**src/rtl/usbpa_pkg.sv**
```systemverilog
package usbpa_pkg;

   // line state packed as {dm, dp}
   typedef enum logic [1:0] {
      LN_SE0 = 2'b00,
      LN_FS  = 2'b01,
      LN_LS  = 2'b10,
      LN_SE1 = 2'b11
   } line_e;

   localparam int unsigned NUM_FLAGS = 3;
   localparam int unsigned FLG_ATT   = 0;
   localparam int unsigned FLG_DET   = 1;
   localparam int unsigned FLG_RST   = 2;

   localparam int unsigned CTL_W     = 5;
   localparam int unsigned CTL_HOST  = 0;
   localparam int unsigned CTL_BRST  = 1;
   localparam int unsigned CTL_IE0   = 2;

endpackage

```
**src/rtl/usbpa_line_sync.sv**
```systemverilog
module usbpa_line_sync
   import usbpa_pkg::*;
#(
   parameter int unsigned STAGES = 2
) (
   input  logic  clk_i,
   input  logic  rst_ni,
   input  logic  dp_i,
   input  logic  dm_i,
   output line_e line_o
);

   generate
      if (STAGES == 0) begin : g_direct
         assign line_o = line_e'({dm_i, dp_i});
      end else begin : g_chain
         logic [1:0] pipe_q [STAGES];
         always_ff @(posedge clk_i or negedge rst_ni) begin
            if (!rst_ni) begin
               for (int i = 0; i < STAGES; i++) pipe_q[i] <= 2'b00;
            end else begin
               pipe_q[0] <= {dm_i, dp_i};
               for (int i = 1; i < STAGES; i++) pipe_q[i] <= pipe_q[i-1];
            end
         end
         assign line_o = line_e'(pipe_q[STAGES-1]);
      end
   endgenerate

endmodule

```
**src/rtl/usbpa_attach_fsm.sv**
```systemverilog
module usbpa_attach_fsm
   import usbpa_pkg::*;
#(
   parameter int unsigned ATTACH_TICKS = 120,
   parameter int unsigned DETACH_TICKS = 120
) (
   input  logic  clk_i,
   input  logic  rst_ni,
   input  logic  tick_i,
   input  line_e line_i,
   input  logic  hold_i,
   output logic  conn_o,
   output logic  fs_o,
   output logic  att_ev_o,
   output logic  det_ev_o
);

   localparam int unsigned MAXT = (ATTACH_TICKS > DETACH_TICKS) ? ATTACH_TICKS : DETACH_TICKS;
   localparam int unsigned CW   = $clog2(MAXT + 1);
   localparam logic [CW-1:0] ATT_LAST = CW'(ATTACH_TICKS - 1);
   localparam logic [CW-1:0] DET_LAST = CW'(DETACH_TICKS - 1);

   line_e         cand_q;
   logic [CW-1:0] cnt_q;
   logic          conn_q, fs_q;
   logic          idle_line, same_line, att_done, det_done;

   assign idle_line = (line_i == LN_FS) || (line_i == LN_LS);
   assign same_line = (line_i == cand_q);
   assign att_done  = !hold_i && !conn_q && same_line && idle_line && tick_i && (cnt_q == ATT_LAST);
   assign det_done  = !hold_i && conn_q && (line_i == LN_SE0) && tick_i && (cnt_q == DET_LAST);

   always_ff @(posedge clk_i or negedge rst_ni) begin
      if (!rst_ni) begin
         cand_q <= LN_SE0;
         cnt_q  <= '0;
         conn_q <= 1'b0;
         fs_q   <= 1'b0;
      end else if (hold_i) begin
         cand_q <= LN_SE0;
         cnt_q  <= '0;
         conn_q <= 1'b0;
      end else if (!conn_q) begin
         if (!same_line) begin
            cand_q <= line_i;
            cnt_q  <= '0;
         end else if (att_done) begin
            conn_q <= 1'b1;
            fs_q   <= (line_i == LN_FS);
            cnt_q  <= '0;
         end else if (tick_i && idle_line) begin
            cnt_q <= cnt_q + 1'b1;
         end
      end else begin
         if (line_i != LN_SE0) begin
            cnt_q <= '0;
         end else if (det_done) begin
            conn_q <= 1'b0;
            cand_q <= LN_SE0;
            cnt_q  <= '0;
         end else if (tick_i) begin
            cnt_q <= cnt_q + 1'b1;
         end
      end
   end

   assign conn_o   = conn_q;
   assign fs_o     = fs_q;
   assign att_ev_o = att_done;
   assign det_ev_o = det_done;

endmodule

```
**src/rtl/usbpa_bus_reset.sv**
```systemverilog
module usbpa_bus_reset #(
   parameter int unsigned RESET_TICKS = 480000
) (
   input  logic clk_i,
   input  logic rst_ni,
   input  logic tick_i,
   input  logic start_i,
   output logic active_o,
   output logic done_o
);

   localparam int unsigned RW = (RESET_TICKS > 1) ? $clog2(RESET_TICKS) : 1;
   localparam logic [RW-1:0] LAST = RW'(RESET_TICKS - 1);

   logic [RW-1:0] cnt_q;
   logic          act_q;
   logic          fin;

   assign fin = act_q && tick_i && (cnt_q == LAST);

   always_ff @(posedge clk_i or negedge rst_ni) begin
      if (!rst_ni) begin
         act_q <= 1'b0;
         cnt_q <= '0;
      end else if (!act_q) begin
         if (start_i) begin
            act_q <= 1'b1;
            cnt_q <= '0;
         end
      end else if (fin) begin
         act_q <= 1'b0;
         cnt_q <= '0;
      end else if (tick_i) begin
         cnt_q <= cnt_q + 1'b1;
      end
   end

   assign active_o = act_q;
   assign done_o   = fin;

endmodule

```
**src/rtl/usbpa_evt_flags.sv**
```systemverilog
module usbpa_evt_flags #(
   parameter int unsigned N = 3
) (
   input  logic         clk_i,
   input  logic         rst_ni,
   input  logic [N-1:0] set_i,
   input  logic         wr_i,
   input  logic [N-1:0] wdata_i,
   input  logic [N-1:0] en_i,
   output logic [N-1:0] flags_o,
   output logic         irq_o
);

   logic [N-1:0] flg_q;

   for (genvar k = 0; k < N; k++) begin : g_flag
      always_ff @(posedge clk_i or negedge rst_ni) begin
         if (!rst_ni)                  flg_q[k] <= 1'b0;
         else if (set_i[k])            flg_q[k] <= 1'b1;
         else if (wr_i && !wdata_i[k]) flg_q[k] <= 1'b0;
      end
   end

   assign flags_o = flg_q;
   assign irq_o   = |(flg_q & en_i);

endmodule

```
**src/rtl/usbpa_port_ctrl.sv**
```systemverilog
module usbpa_port_ctrl
   import usbpa_pkg::*;
#(
   parameter int unsigned SYNC_STAGES  = 2,
   parameter int unsigned ATTACH_TICKS = 120,
   parameter int unsigned DETACH_TICKS = 120,
   parameter int unsigned RESET_TICKS  = 480000
) (
   input  logic                 clk_i,
   input  logic                 rst_ni,
   input  logic                 tick_i,
   input  logic                 dp_i,
   input  logic                 dm_i,
   input  logic                 ctl_wr_i,
   input  logic [CTL_W-1:0]     ctl_wdata_i,
   input  logic                 flg_wr_i,
   input  logic [NUM_FLAGS-1:0] flg_wdata_i,
   output logic [CTL_W-1:0]     ctl_o,
   output logic [NUM_FLAGS-1:0] flags_o,
   output logic                 conn_o,
   output logic                 fullspeed_o,
   output logic                 irq_o,
   output logic                 oe_o,
   output logic                 se0_o
);

   if (ATTACH_TICKS < 1) begin : g_bad_att
      $error("ATTACH_TICKS must be at least 1");
   end
   if (DETACH_TICKS < 1) begin : g_bad_det
      $error("DETACH_TICKS must be at least 1");
   end
   if (RESET_TICKS < 1) begin : g_bad_rst
      $error("RESET_TICKS must be at least 1");
   end
   if (SYNC_STAGES > 4) begin : g_bad_sync
      $error("SYNC_STAGES above 4 is not supported");
   end

   line_e                line;
   logic                 host_en_q;
   logic [NUM_FLAGS-1:0] ie_q;
   logic                 rst_start, rst_active, rst_done;
   logic                 att_ev, det_ev;
   logic [NUM_FLAGS-1:0] set_vec;

   always_ff @(posedge clk_i or negedge rst_ni) begin
      if (!rst_ni) begin
         host_en_q <= 1'b0;
         ie_q      <= '0;
      end else if (ctl_wr_i) begin
         host_en_q <= ctl_wdata_i[CTL_HOST];
         ie_q      <= ctl_wdata_i[CTL_IE0 +: NUM_FLAGS];
      end
   end

   assign rst_start = ctl_wr_i && ctl_wdata_i[CTL_BRST] && ctl_wdata_i[CTL_HOST];

   usbpa_line_sync #(.STAGES(SYNC_STAGES)) u_sync (
      .clk_i  (clk_i),
      .rst_ni (rst_ni),
      .dp_i   (dp_i),
      .dm_i   (dm_i),
      .line_o (line)
   );

   usbpa_attach_fsm #(.ATTACH_TICKS(ATTACH_TICKS), .DETACH_TICKS(DETACH_TICKS)) u_att (
      .clk_i    (clk_i),
      .rst_ni   (rst_ni),
      .tick_i   (tick_i),
      .line_i   (line),
      .hold_i   (rst_active),
      .conn_o   (conn_o),
      .fs_o     (fullspeed_o),
      .att_ev_o (att_ev),
      .det_ev_o (det_ev)
   );

   usbpa_bus_reset #(.RESET_TICKS(RESET_TICKS)) u_brst (
      .clk_i    (clk_i),
      .rst_ni   (rst_ni),
      .tick_i   (tick_i),
      .start_i  (rst_start),
      .active_o (rst_active),
      .done_o   (rst_done)
   );

   always_comb begin
      set_vec          = '0;
      set_vec[FLG_ATT] = att_ev;
      set_vec[FLG_DET] = det_ev;
      set_vec[FLG_RST] = rst_done;
   end

   usbpa_evt_flags #(.N(NUM_FLAGS)) u_flg (
      .clk_i   (clk_i),
      .rst_ni  (rst_ni),
      .set_i   (set_vec),
      .wr_i    (flg_wr_i),
      .wdata_i (flg_wdata_i),
      .en_i    (ie_q),
      .flags_o (flags_o),
      .irq_o   (irq_o)
   );

   assign ctl_o = {ie_q, rst_active, host_en_q};
   assign oe_o  = rst_active;
   assign se0_o = rst_active;

endmodule

```
**config.mk**
```make
export PLATFORM = sky130hd
export DESIGN_NAME = usbpa_port_ctrl
export DESIGN_NICKNAME = d
export VERILOG_FILES = /design/src/rtl/usbpa_pkg.sv /design/src/rtl/usbpa_line_sync.sv /design/src/rtl/usbpa_attach_fsm.sv /design/src/rtl/usbpa_bus_reset.sv /design/src/rtl/usbpa_evt_flags.sv /design/src/rtl/usbpa_port_ctrl.sv
export SDC_FILE = /design/constraint.sdc
export NUM_CORES = 1
export LEC_CHECK = 0
export ABC_AREA = 1
export BUFFER_PORTS_ARGS = -buffer_cell sky130_fd_sc_hd__buf_2
export CORE_MARGIN = 3
export CORE_UTILIZATION = 62
export CTS_BUF_LIST = sky130_fd_sc_hd__clkbuf_8 sky130_fd_sc_hd__clkbuf_16
export DETAILED_ROUTE_END_ITERATION = 10
export PLACE_DENSITY_LB_ADDON = 0.05
export RECOVER_POWER = 100
export SLEW_MARGIN = 20
export SYNTH_ARGS = -nofsm -noshare
export SYNTH_HDL_FRONTEND = slang
export SYNTH_SLANG_ARGS = --single-unit
```
**constraint.sdc**
```tcl
create_clock -name clk_i -period 3.37 [get_ports clk_i]
set_clock_uncertainty 0.05 [all_clocks]
set_input_delay 0.674 -clock clk_i [delete_from_list [all_inputs] [get_ports clk_i]]
set_output_delay 0.674 -clock clk_i [all_outputs]
set_load 0.01 [all_outputs]
```
# After elaboration in Yosys (flattened, before gate mapping)
# Cells that the tools add are included.
dict set report word_totals {
  register_bits 42
  inputBits 15
  output_inout_bits 13
  word_cells 95
}
dict set report op_classes {
  n_addsub 2
  eq_ne 11
  mux 32
  bitwise 3
  n_reduce_logical 34
}
# cell count
set ops {}
lappend ops {{$mux W19} 4}
lappend ops {{$mux W7} 8}
lappend ops {{$add A19 B1 Y19 const B} 1}
lappend ops {{$eq A19 B19 Y1 const B} 1}
lappend ops {{$logic_and A1 B1 Y1} 17}
lappend ops {{$mux W1} 15}
lappend ops {{$mux W2} 5}
lappend ops {{$reduce_bool A2 Y1} 5}
lappend ops {{$add A7 B1 Y7 const B} 1}
lappend ops {{$eq A7 B7 Y1 const B} 1}
lappend ops {{$ne A3 B2 Y1 const B} 2}
lappend ops {{$logic_not A1 Y1} 5}
lappend ops {{$ne A5 B3 Y1 const B} 1}
lappend ops {{$ne A5 B4 Y1 const B} 1}
lappend ops {{$reduce_and A2 Y1} 2}
lappend ops {{$reduce_and A4 Y1} 1}
lappend ops {{$and A3 B3 Y3} 1}
lappend ops {{$ne A3 B1 Y1 const B} 1}
lappend ops {{$ne A3 B3 Y1 const B} 1}
lappend ops {{$reduce_and A3 Y1} 1}
lappend ops {{$reduce_or A3 Y1} 1}
lappend ops {{$eq A2 B1 Y1 const B} 1}
lappend ops {{$eq A2 B2 Y1} 1}
lappend ops {{$eq A2 B2 Y1 const B} 1}
lappend ops {{other kinds (3)} 4}

# Logic depth before layout (Yosys ltp)
# Gate-level depths: netlist of run 1.
dict set report logic_depth {
  depth_word 10
  depth_mapped 10
  ltp_nobuf 10
}

# Modules after synthesis
# Synthesis of run 1 repeated with hierarchy kept, for this count alone.
dict set report unflattened {
  hier_cells 315
  hier_area_um2 2356.0
}
# mod instances cells_per_inst area_per_inst_um2 seq_area_each_um2
set by_module_without_submodules {}
lappend by_module_without_submodules {usbpa_bus_reset 1 161 1207.4 500.5}
lappend by_module_without_submodules {usbpa_attach_fsm 1 104 706.9 275.3}
lappend by_module_without_submodules {usbpa_port_ctrl 1 22 178.9 100.1}
lappend by_module_without_submodules {usbpa_evt_flags 1 22 147.6 75.1}
lappend by_module_without_submodules {usbpa_line_sync 1 6 115.1 100.1}

# Worst setup path after synthesis of run 1
# Ideal clock, no wire load.
dict set report synth_timing {
  path_type {input -> register}
  start {in tick_i}
  end {reg u_brst.cnt_q[12]}
  setup_ns 0.114
  arrival_ns 1.364
  t_required_ns 3.206
  slack_ns 1.842
  cell_stages 7
  path_buffers 0
  cell_sequence {nand2_2 nor3_2 nand3_4 nand2_1 nand2_1 nand2_1 nor2_1}
}
dict set report synth_via {
  elab_chain_cells 4
  elab_cells_between_ends 6
  classes_between {eq/ne (1); mux (2); reduce/logical (3)}
}
# element line_no
set synth_lines {}
lappend synth_lines {{start, declared} usbpa_port_ctrl.sv:11} ;# input logic tick_i,
lappend synth_lines {{$logic_and A1 B1 Y1 (2 in a row)} usbpa_bus_reset.sv:19} ;# assign fin = act_q && tick_i && (cnt_q == LAST);
lappend synth_lines {{$ne A3 B3 Y1 (no line) or $mux W19 (tied branches)} -}
lappend synth_lines {{$reduce_and A2 Y1 (no line) or $mux W19 (tied branches)} -}
lappend synth_lines {{end signal, assigned} usbpa_bus_reset.sv:34} ;# cnt_q <= cnt_q + 1'b1;
lappend synth_lines {{end, declared} usbpa_bus_reset.sv:15} ;# logic [RW-1:0] cnt_q;
# Several ways; a longest one is shown, not always the timed one.
# A chain may end at the register's enable or synchronous reset.

# Worst setup path after layout of run 1
dict set report layout_timing {
  start {reg u_brst.act_q, in the netlist u_brst.active_o}
  end {reg u_brst.cnt_q[5]}
}
dict set report layout_via {
  elab_chain_cells 4
  elab_cells_between_ends 7
  classes_between {eq/ne (1); mux (2); reduce/logical (4)}
}
# element line_no
set layout_lines {}
lappend layout_lines {{start, declared} usbpa_bus_reset.sv:16} ;# logic act_q;
lappend layout_lines {{start signal, assigned} usbpa_bus_reset.sv:23} ;# act_q <= 1'b0;
lappend layout_lines {{start signal, assigned} usbpa_bus_reset.sv:27} ;# act_q <= 1'b1;
lappend layout_lines {{start signal, assigned} usbpa_bus_reset.sv:31} ;# act_q <= 1'b0;
lappend layout_lines {{$logic_and A1 B1 Y1 (2 in a row)} usbpa_bus_reset.sv:19}
lappend layout_lines {{$ne A3 B3 Y1 (no line) or $mux W19 (tied branches)} -}
lappend layout_lines {{$reduce_and A2 Y1 (no line) or $mux W19 (tied branches)} -}
# Several ways; a longest one is shown, not always the timed one.

==> results of run 1 <==
[sequential cells by signal, indices dropped and copies added, names as in the netlist, 2 cells and up]
register / cells
u_brst.cnt_q: 19
u_att.cnt_q: 7
ie_q: 3
u_flg.flags_o: 3
u_att.cand_q: 2
u_sync.g_chain.pipe_q: 2
u_sync.line_o: 2
[synth_stat cells]
library cell and instances:
inv_1 36, nand2_1 82, nand3_1 30, buf_2 1, nor3_2 2, a21oi_1 8, nand4_1 10, nor2_2 4
nor2_4 4, a21oi_4 1, or2_4 1, nand3_2 2, buf_6 1, nand4_2 1, nand2_2 5, nand3_4 1
mux2_2 4, xnor2_1 2, nand2_4 1, buf_4 4, o21ai_1 3, o21ai_0 10, ha_1 4, a31oi_1 1
a41oi_1 1, nor3_1 13, nor2_1 28, dfrtp_1 42, xor2_1 3, inv_2 5, nand3b_1 1
[area by class of cell]
cell class | count | area, um2 | area share, %
clock buffer | 6 | 82.58 | 3.141
inverter | 41 | 153.9 | 5.854
multi-input combinational | 222 | 1135 | 43.17
timing repair buffer | 27 | 116.4 | 4.426
clock inverter | 1 | 30.03 | 1.142
tap | 48 | 60.06 | 2.285
sequential | 42 | 1051 | 39.98
[report_power, final]
group	switching, mW	internal [mW]
clock network	0.169	0.237
registers	0.0592	0.554
logic	0.143	0.0727
[kinds of logic (layout without fill, tap and decap cells)]
logic type | after synthesis | in the layout
buffers and inverters | 47 | 75
multiplexers | 4 | 4
XOR/XNOR | 5 | 5
flip-flops | 42 | 42
AND/OR/NAND/NOR | 185 | 185
adder cells (fa/ha/maj) | 4 | 4
AO/OA/AOI/OAI | 24 | 24
[metrics by stage]
| stage | utilization (%) | power [mW] |
|---|---|---|
| floorplan | - | 0.7870 |
| global placement | 69.02 | 0.8454 |
| detailed placement | 69.02 | 0.8496 |
| CTS | 72.05 | 1.252 |
| global route | 70.74 | 1.306 |
| finish | 70.74 | 1.234 |
[metal layers]
| metal | wire [um] | track usage [%] |
|---|---|---|
| met3 | 231 | 5.747 |
| met2 | 2553 | 42.31 |
| met4 | 21 | 7.444 |
| met1 | 2264 | 31.35 |
| met5 | 0 | 0 |
[how the worst max path moves through the flow]
stage,depth (start not counted),to,slack (ns)
CTS,1,ctl_o[1],1.36
floorplan,7,u_brst.cnt_q[12],1.84
detailed placement,8,u_brst.cnt_q[12],1.52
global route,1,u_brst.cnt_q[17],0.65
finish,5,u_brst.cnt_q[5],1.06
global placement,8,u_brst.cnt_q[14],1.54
==> impl_metrics.toml, run 1 <==
[grt]
grt_max_degree = 43
grt_pass1_wl_um = 8638
grt_remaining_overflow = 0
grt_pass1_vias = 1905
antenna_found_initial = 0
track_usage_pct = 24.94

[min_path]
holdCritPathClass = "reg -> reg"
hold_depth = 0
worstHoldStart = "u_sync.g_chain.pipe_q[2]"
min_to = "u_sync.line_o[0]"

[sta]
rsz0062_at_grt = "no"
period_share_pct = 68.66
fin_crit_ns = 2.314
layout_setup_ws_ns = 1.056
tightest_slew_ns = 2.160
holdWs_ns = 0.3005
drv_slew = 43
fmax_mhz = 432.2
max_slew_margin_pct = -43.97
tns_ns = 0
hold_violations = 0
setup_viol = 0

[worst_setup_path]
path_buf_inv = 1
path_delay_family = "flip-flops"
cp_common_cell = "nand2_1"
worstSetupStartpointType = "flip-flop"
endpoint_kind = "flip-flop"
cp.required_ns = 3.50
r2r-end = "u_brst.cnt_q[5]"
reg2regPathDepth = 5
cp.arrival_ns = 2.44
reg2reg_from = "u_brst.active_o"
timing.critical_path.slowest_cell_delay_ns = 0.73
crit_path_start = "u_brst.active_o"
cpMaxStageDelayCell = "dfrtp_1"
path_cells = "nand2_1, nand2_1, inv_1, a21oi_4, nor3_1"
path_max_fanout = 17
critPathKind = "reg -> reg"
regToRegSetupSlack_ns = 1.06

[synthesis]
synth_cell_types = 31
yosys.area_share.simple_pct = 36.82
synthTopCellsByArea = "dfrtp_1 (44%), nand2_1 (13%), nand3_1 (6.2%), inv_1 (5.6%), nor2_1 (4.4%)"
synth_xor_area_share_pct = 1.813
synth_top_area_share_pct = 43.50
syn-cell-area_um2 = 2416
synth_seq_cells = 42
synth_top_family_by_area = "simple AND/OR/NAND/NOR gates"
synthMuxAreaShare_pct = 1.864
syn_area_per_cell_um2 = 7.769
ys_seq_area_share_pct = 43.50
yosysTopAreaCell = "dfrtp_1"
syn-num-nets = 330
synthAdderAreaFrac_pct = 2.071
synthCells = 311
synth-compound-area-share_pct = 5.645
yosys_warnings = 0

[layout]
layout_commonest_cell = "nand2_1"
num_antenna_cells = 0
final_area_um2 = 2629
drive_gt1_share_pct = 12.09
layout_common_cells = "nand2_1 (86), dfrtp_1 (42), inv_1 (38), nand3_1 (31), nor2_1 (28)"
fin_nets = 358
final_cells = 387
fill_cells = 316
synthToLayoutAreaGrowth_pct = 8.804

[pwr]
powerDensity_nw_per_um2 = 469.4
p_leak_nw = 1.258
vdd.ir_drop.worst_mv = 0.3728

[clock_tree]
postCtsSetupBuffers = 0
cts_root_buffer = "clkbuf_8"
clk_transition_reported_paths_ns = 0.08
post_cts_resized = 0
cts_hold_buf = 0
cts-htree-levels = 2
clk_latency_ns = 0.29
cts.sinks = 42
ctsLongestPathBuffers = 2
cts_buffers = 5
cts_tree = "yes"

[route]
first_iter_violations = 157
vias_per_cell = 5.339
drcViolationCount = 0
drt_wl_total_um = 5071
first_pass_iters = 4
antenna_left = 0
dr_total_vias = 2066
wl_per_cell_um = 13.10

[floorplan]
rows = 22
start_util_pct = 65.02
dieArea_um2 = 4682
die-height_um = 68.43
coreArea_um2 = 3716
die_x_um = 68.43
io_pins = 28

[job]
cap_viol_max_count = 1

[place]
dpl_worst_slack_ns = 1.523
gp_congestion = 0.9904
placed_cell_area_um2 = 2565
dpl.hpwl_um = 3761
port_buffers = 27
dp_cells = 380

[run_status]
status = "finished with violations"
violations = "capacitance limit, slew limit"
(Power assumes the default switching activity.)
==> inputs of run 2 (changes only) <==
- CORE_UTILIZATION: 62 -> 58
- clock period: 3.37 -> 2.2 ns (I/O delays scaled with it)
==> run 2 against run 1 <==
  * The run now ends clean
  * Worst setup slack got worse by 0.78 ns
  * Global-route usage fell by 1.8 points
  * Critical path depth fell by 3
  * Non-clock buffer count rose by 2
  * Design area rose by 1.0%
  * Power rose by 53%
  * Sequential cell count did not move
  * Die area rose by 6.3%
  * Critical endpoint is now ctl_o[1]
==> impl_metrics.toml, run 2 (synthesis gave the netlist of run 1 again) <==
[layout]
layout_common_cells = "nand2_1 (84), dfrtp_1 (42), inv_1 (38), nand3_1 (31), nor2_1 (29)"
synthToLayoutAreaGrowth_pct = 9.891
final_cells = 390
max_flop_register = "u_brst.cnt_q"
fin_util_pct = 69.39
reg_top3 = "u_brst.cnt_q (19), u_att.cnt_q (7)"
num_antenna_cells = 0
register_area_um2 = 1051
layout_commonest_cell = "nand2_1"
largest_register_ffs = 19
final_area_um2 = 2655
fin_nets = 360
drive_gt1_share_pct = 14.04
multi_input_area_um2 = 1152
fill_cells = 313

[clock_tree]
ctsLongestPathBuffers = 2
cts.sinks = 42
cts_buffers = 5
post_cts_resized = 0
postCtsSetupBuffers = 0
cts_tree = "yes"
cts-htree-levels = 2
cts_hold_buf = 0
cts_root_buffer = "clkbuf_8"
clk_latency_ns = 0.30
clk_transition_reported_paths_ns = 0.08

[worst_setup_path]
path_max_fanout = 11
endpoint_kind = "output port"
cp.required_ns = 1.71
cp.arrival_ns = 1.43
critPathKind = "reg -> out"
regToRegSetupSlack_ns = 0.35
worstSetupStartpointType = "flip-flop"

[pwr]
powerDensity_nw_per_um2 = 711.0
total_power_mw = 1.888
p_leak_nw = 1.266
vdd.ir_drop.worst_mv = 0.7155

[place]
placed_cell_area_um2 = 2580
dp_cells = 382
dpl_worst_slack_ns = 0.4770
dpl.hpwl_um = 4072
port_buffers = 27
gp_congestion = 0.9501

[min_path]
holdCritPathClass = "in -> reg"

[grt]
grt_max_degree = 24
antenna_found_initial = 0
grt_pass1_vias = 2114
grt_remaining_overflow = 0
grt_pass1_wl_um = 9349
track_usage_pct = 23.17

[sta]
holdWs_ns = 0.1920
max_slew_margin_pct = 13.84
tns_ns = 0
drv_slew = 0
setup_viol = 0
period_share_pct = 87.38
layout_setup_ws_ns = 0.2777
rsz0062_at_grt = "no"
fmax_mhz = 520.2
fin_crit_ns = 1.922
tightest_slew_ns = 1.292
hold_violations = 0

[floorplan]
io_pins = 28
dieArea_um2 = 4976
die-height_um = 70.54
start_util_pct = 63.15
coreArea_um2 = 3826
rows = 22
die_x_um = 70.54

[job]
cap_viol_max_count = 0

[run_status]
status = "completed"

[route]
first_iter_violations = 162
vias_per_cell = 5.459
antenna_left = 0
drcViolationCount = 0
wl_per_cell_um = 13.73
dr_total_vias = 2129
first_pass_iters = 4
drt_wl_total_um = 5353
## run 2: changes by cell type in the layout (fill, tap and decap cells not counted), sizes merged
cell,previous run,this run
buf,12,14
clkbuf,21,20
clkinvlp,0,1
inv,41,42
## run 2: power by group
part	internal (mW)	switching [mW]
logic	0.117	0.233
registers	0.848	0.0830
clock network	0.334	0.273
## run 2: worst max-delay path, cell delays in order, from the launching register on
cell and delay [ns]:
dfrtp_1 0.53, clkbuf_1 0.39, buf_2 0.21
## run 2: layer usage
metal	track usage, %	share of wire [%]	vias up
met2	34.41	43	66
met5	0	0	-
met4	7.724	1.5	0
met1	34.16	50	995
li1	-	-	1061
met3	4.688	5.8	7
## run 2: cell type report
type	instances	area share (%)
clock buffers	5	2.592
repair buffers	29	4.807
multi-input cells	222	43.40
well taps	48	2.262
inverters	41	5.796
flip-flops and latches	42	39.59
clock inverters	3	1.555
## run 2: worst paths after layout
path                                          startpoint                        to  cells past startpoint
min in group asynchronous                         rst_ni              u_att.conn_o                      1
max in group asynchronous                         rst_ni           u_brst.cnt_q[4]                      2
worst max register to register           u_brst.active_o            u_att.cnt_q[2]                      7
worst min register to register  u_sync.g_chain.pipe_q[3]          u_sync.line_o[1]                      0
worst min-delay path                                dp_i  u_sync.g_chain.pipe_q[2]                      1
worst max-delay path                     u_brst.active_o                  ctl_o[1]                      2
==> inputs of run 3 (changes only) <==
- CORE_UTILIZATION: 58 -> 60
- CTS_BUF_LIST: sky130_fd_sc_hd__clkbuf_8 sky130_fd_sc_hd__clkbuf_16 -> sky130_fd_sc_hd__clkbuf_4 sky130_fd_sc_hd__clkbuf_8
==> run 3 against run 2 <==
  * The run now ends with capacitance limit, slew limit left
  * First-iteration DRC count up 38%
  * Register-to-register slack about the same
  * Design area up 0.38%
  * Hold slack better by 0.0060 ns
  * Power up 6.8%
==> impl_metrics.toml, run 3 (synthesis gave the netlist of run 1 again) <==
[run_status]
status = "finished with violations"
violations = "capacitance limit, slew limit"

[sta]
tns_ns = 0
hold_violations = 0
holdWs_ns = 0.1979
fin_crit_ns = 1.900
tightest_slew_ns = 1.755
period_share_pct = 86.34
drv_slew = 35
fmax_mhz = 526.4
rsz0062_at_grt = "no"
max_slew_margin_pct = -17.01
setup_viol = 0

[min_path]
holdCritPathClass = "in -> reg"

[place]
gp_congestion = 0.8862
dpl.hpwl_um = 3839
placed_cell_area_um2 = 2580
port_buffers = 27

[layout]
max_flop_register = "u_brst.cnt_q"
drive_gt1_share_pct = 13.45
layout_common_cells = "nand2_1 (85), dfrtp_1 (42), inv_1 (37), nand3_1 (32), nor2_1 (30)"
reg_top3 = "u_brst.cnt_q (19), u_att.cnt_q (7)"
register_area_um2 = 1051
final_area_um2 = 2665
fill_cells = 308
num_antenna_cells = 0
synthToLayoutAreaGrowth_pct = 10.31
multi_input_area_um2 = 1130
fin_nets = 360
largest_register_ffs = 19
layout_commonest_cell = "nand2_1"

[floorplan]
io_pins = 28
start_util_pct = 64.07
die-height_um = 69.46
dieArea_um2 = 4824
rows = 22
coreArea_um2 = 3771
die_x_um = 69.46

[grt]
grt_pass1_vias = 2022
grt_remaining_overflow = 0
grt_pass1_wl_um = 9011
track_usage_pct = 23.11
grt_max_degree = 35
antenna_found_initial = 0

[route]
drt_wl_total_um = 5136
first_pass_iters = 5
dr_wl_met3_um = 288
first_iter_violations = 223
top_layer_used = "met4"
vias_per_cell = 5.469
wl_met1_um = 2426
dr_total_vias = 2133
wl_met2_um = 2328
wl_per_cell_um = 13.17
antenna_left = 0
drcViolationCount = 0

[clock_tree]
post_cts_resized = 0
cts_tree = "yes"
cts_buffers = 5
cts.sinks = 42
cts_hold_buf = 0
postCtsSetupBuffers = 0
clk_latency_ns = 0.29
clk_transition_reported_paths_ns = 0.08
ctsLongestPathBuffers = 2
cts-htree-levels = 2
cts_root_buffer = "clkbuf_8"

[pwr]
total_power_mw = 2.015
vdd.ir_drop.worst_mv = 0.5391
p_leak_nw = 1.281
powerDensity_nw_per_um2 = 756.2

[worst_setup_path]
cp.required_ns = 1.71
cp.arrival_ns = 1.41
endpoint_kind = "output port"
critPathKind = "reg -> out"
path_max_fanout = 11
worstSetupStartpointType = "flip-flop"

[job]
cap_viol_max_count = 1
==> run 3: worst paths after layout <==
kind | from | end | slack, ns | cells after the start
min in group asynchronous | rst_ni | u_att.cnt_q[3] | 0.55 | 1
worst max-delay path | u_brst.active_o | se0_o | 0.30 | 2
max in group asynchronous | rst_ni | u_flg.flags_o[0] | 0.49 | 2
worst min register to register | u_sync.g_chain.pipe_q[3] | u_sync.line_o[1] | 0.30 | 0
worst max register to register | u_brst.active_o | u_att.cnt_q[2] | 0.35 | 7
worst min-delay path | dp_i | u_sync.g_chain.pipe_q[2] | 0.20 | 1
==> run 3: critical path, stage by stage (launching register included) <==
cell and delay (ns):
dfrtp_1 0.50, clkbuf_1 0.40, buf_2 0.22
==> run 3: layer usage <==
metal | vias up | track usage, %
li1 | 1064 | -
met1 | 983 | 33.55
met2 | 72 | 35.17
met3 | 14 | 4.928
met4 | 0 | 6.074
met5 | - | 0
==> run 3: final cells by class <==
cell class / count / share of cell area (%)
clock inverter: 2 / 2.254
tap: 48 / 2.254
multi-input combinational: 222 / 42.39
clock buffer: 6 / 3.099
sequential: 42 / 39.44
inverter: 41 / 5.775
timing repair buffer: 29 / 4.789
==> run 3: per-stage QoR <==
stage | setup WS [ns] | utilization (%) | instances
after floorplan | 0.7017 | - | 311
after global placement | 0.5077 | 68.41 | 382
after detailed placement | 0.4764 | 68.41 | 382
after CTS | 0.4659 | 72.20 | 390
after global routing | 0.1529 | 70.67 | 390
final | 0.3004 | 70.67 | 390
==> run 3: report_power, final <==
group / internal (mW) / switching [mW]
clock network: 0.484 / 0.262
registers: 0.848 / 0.0768
logic: 0.114 / 0.231
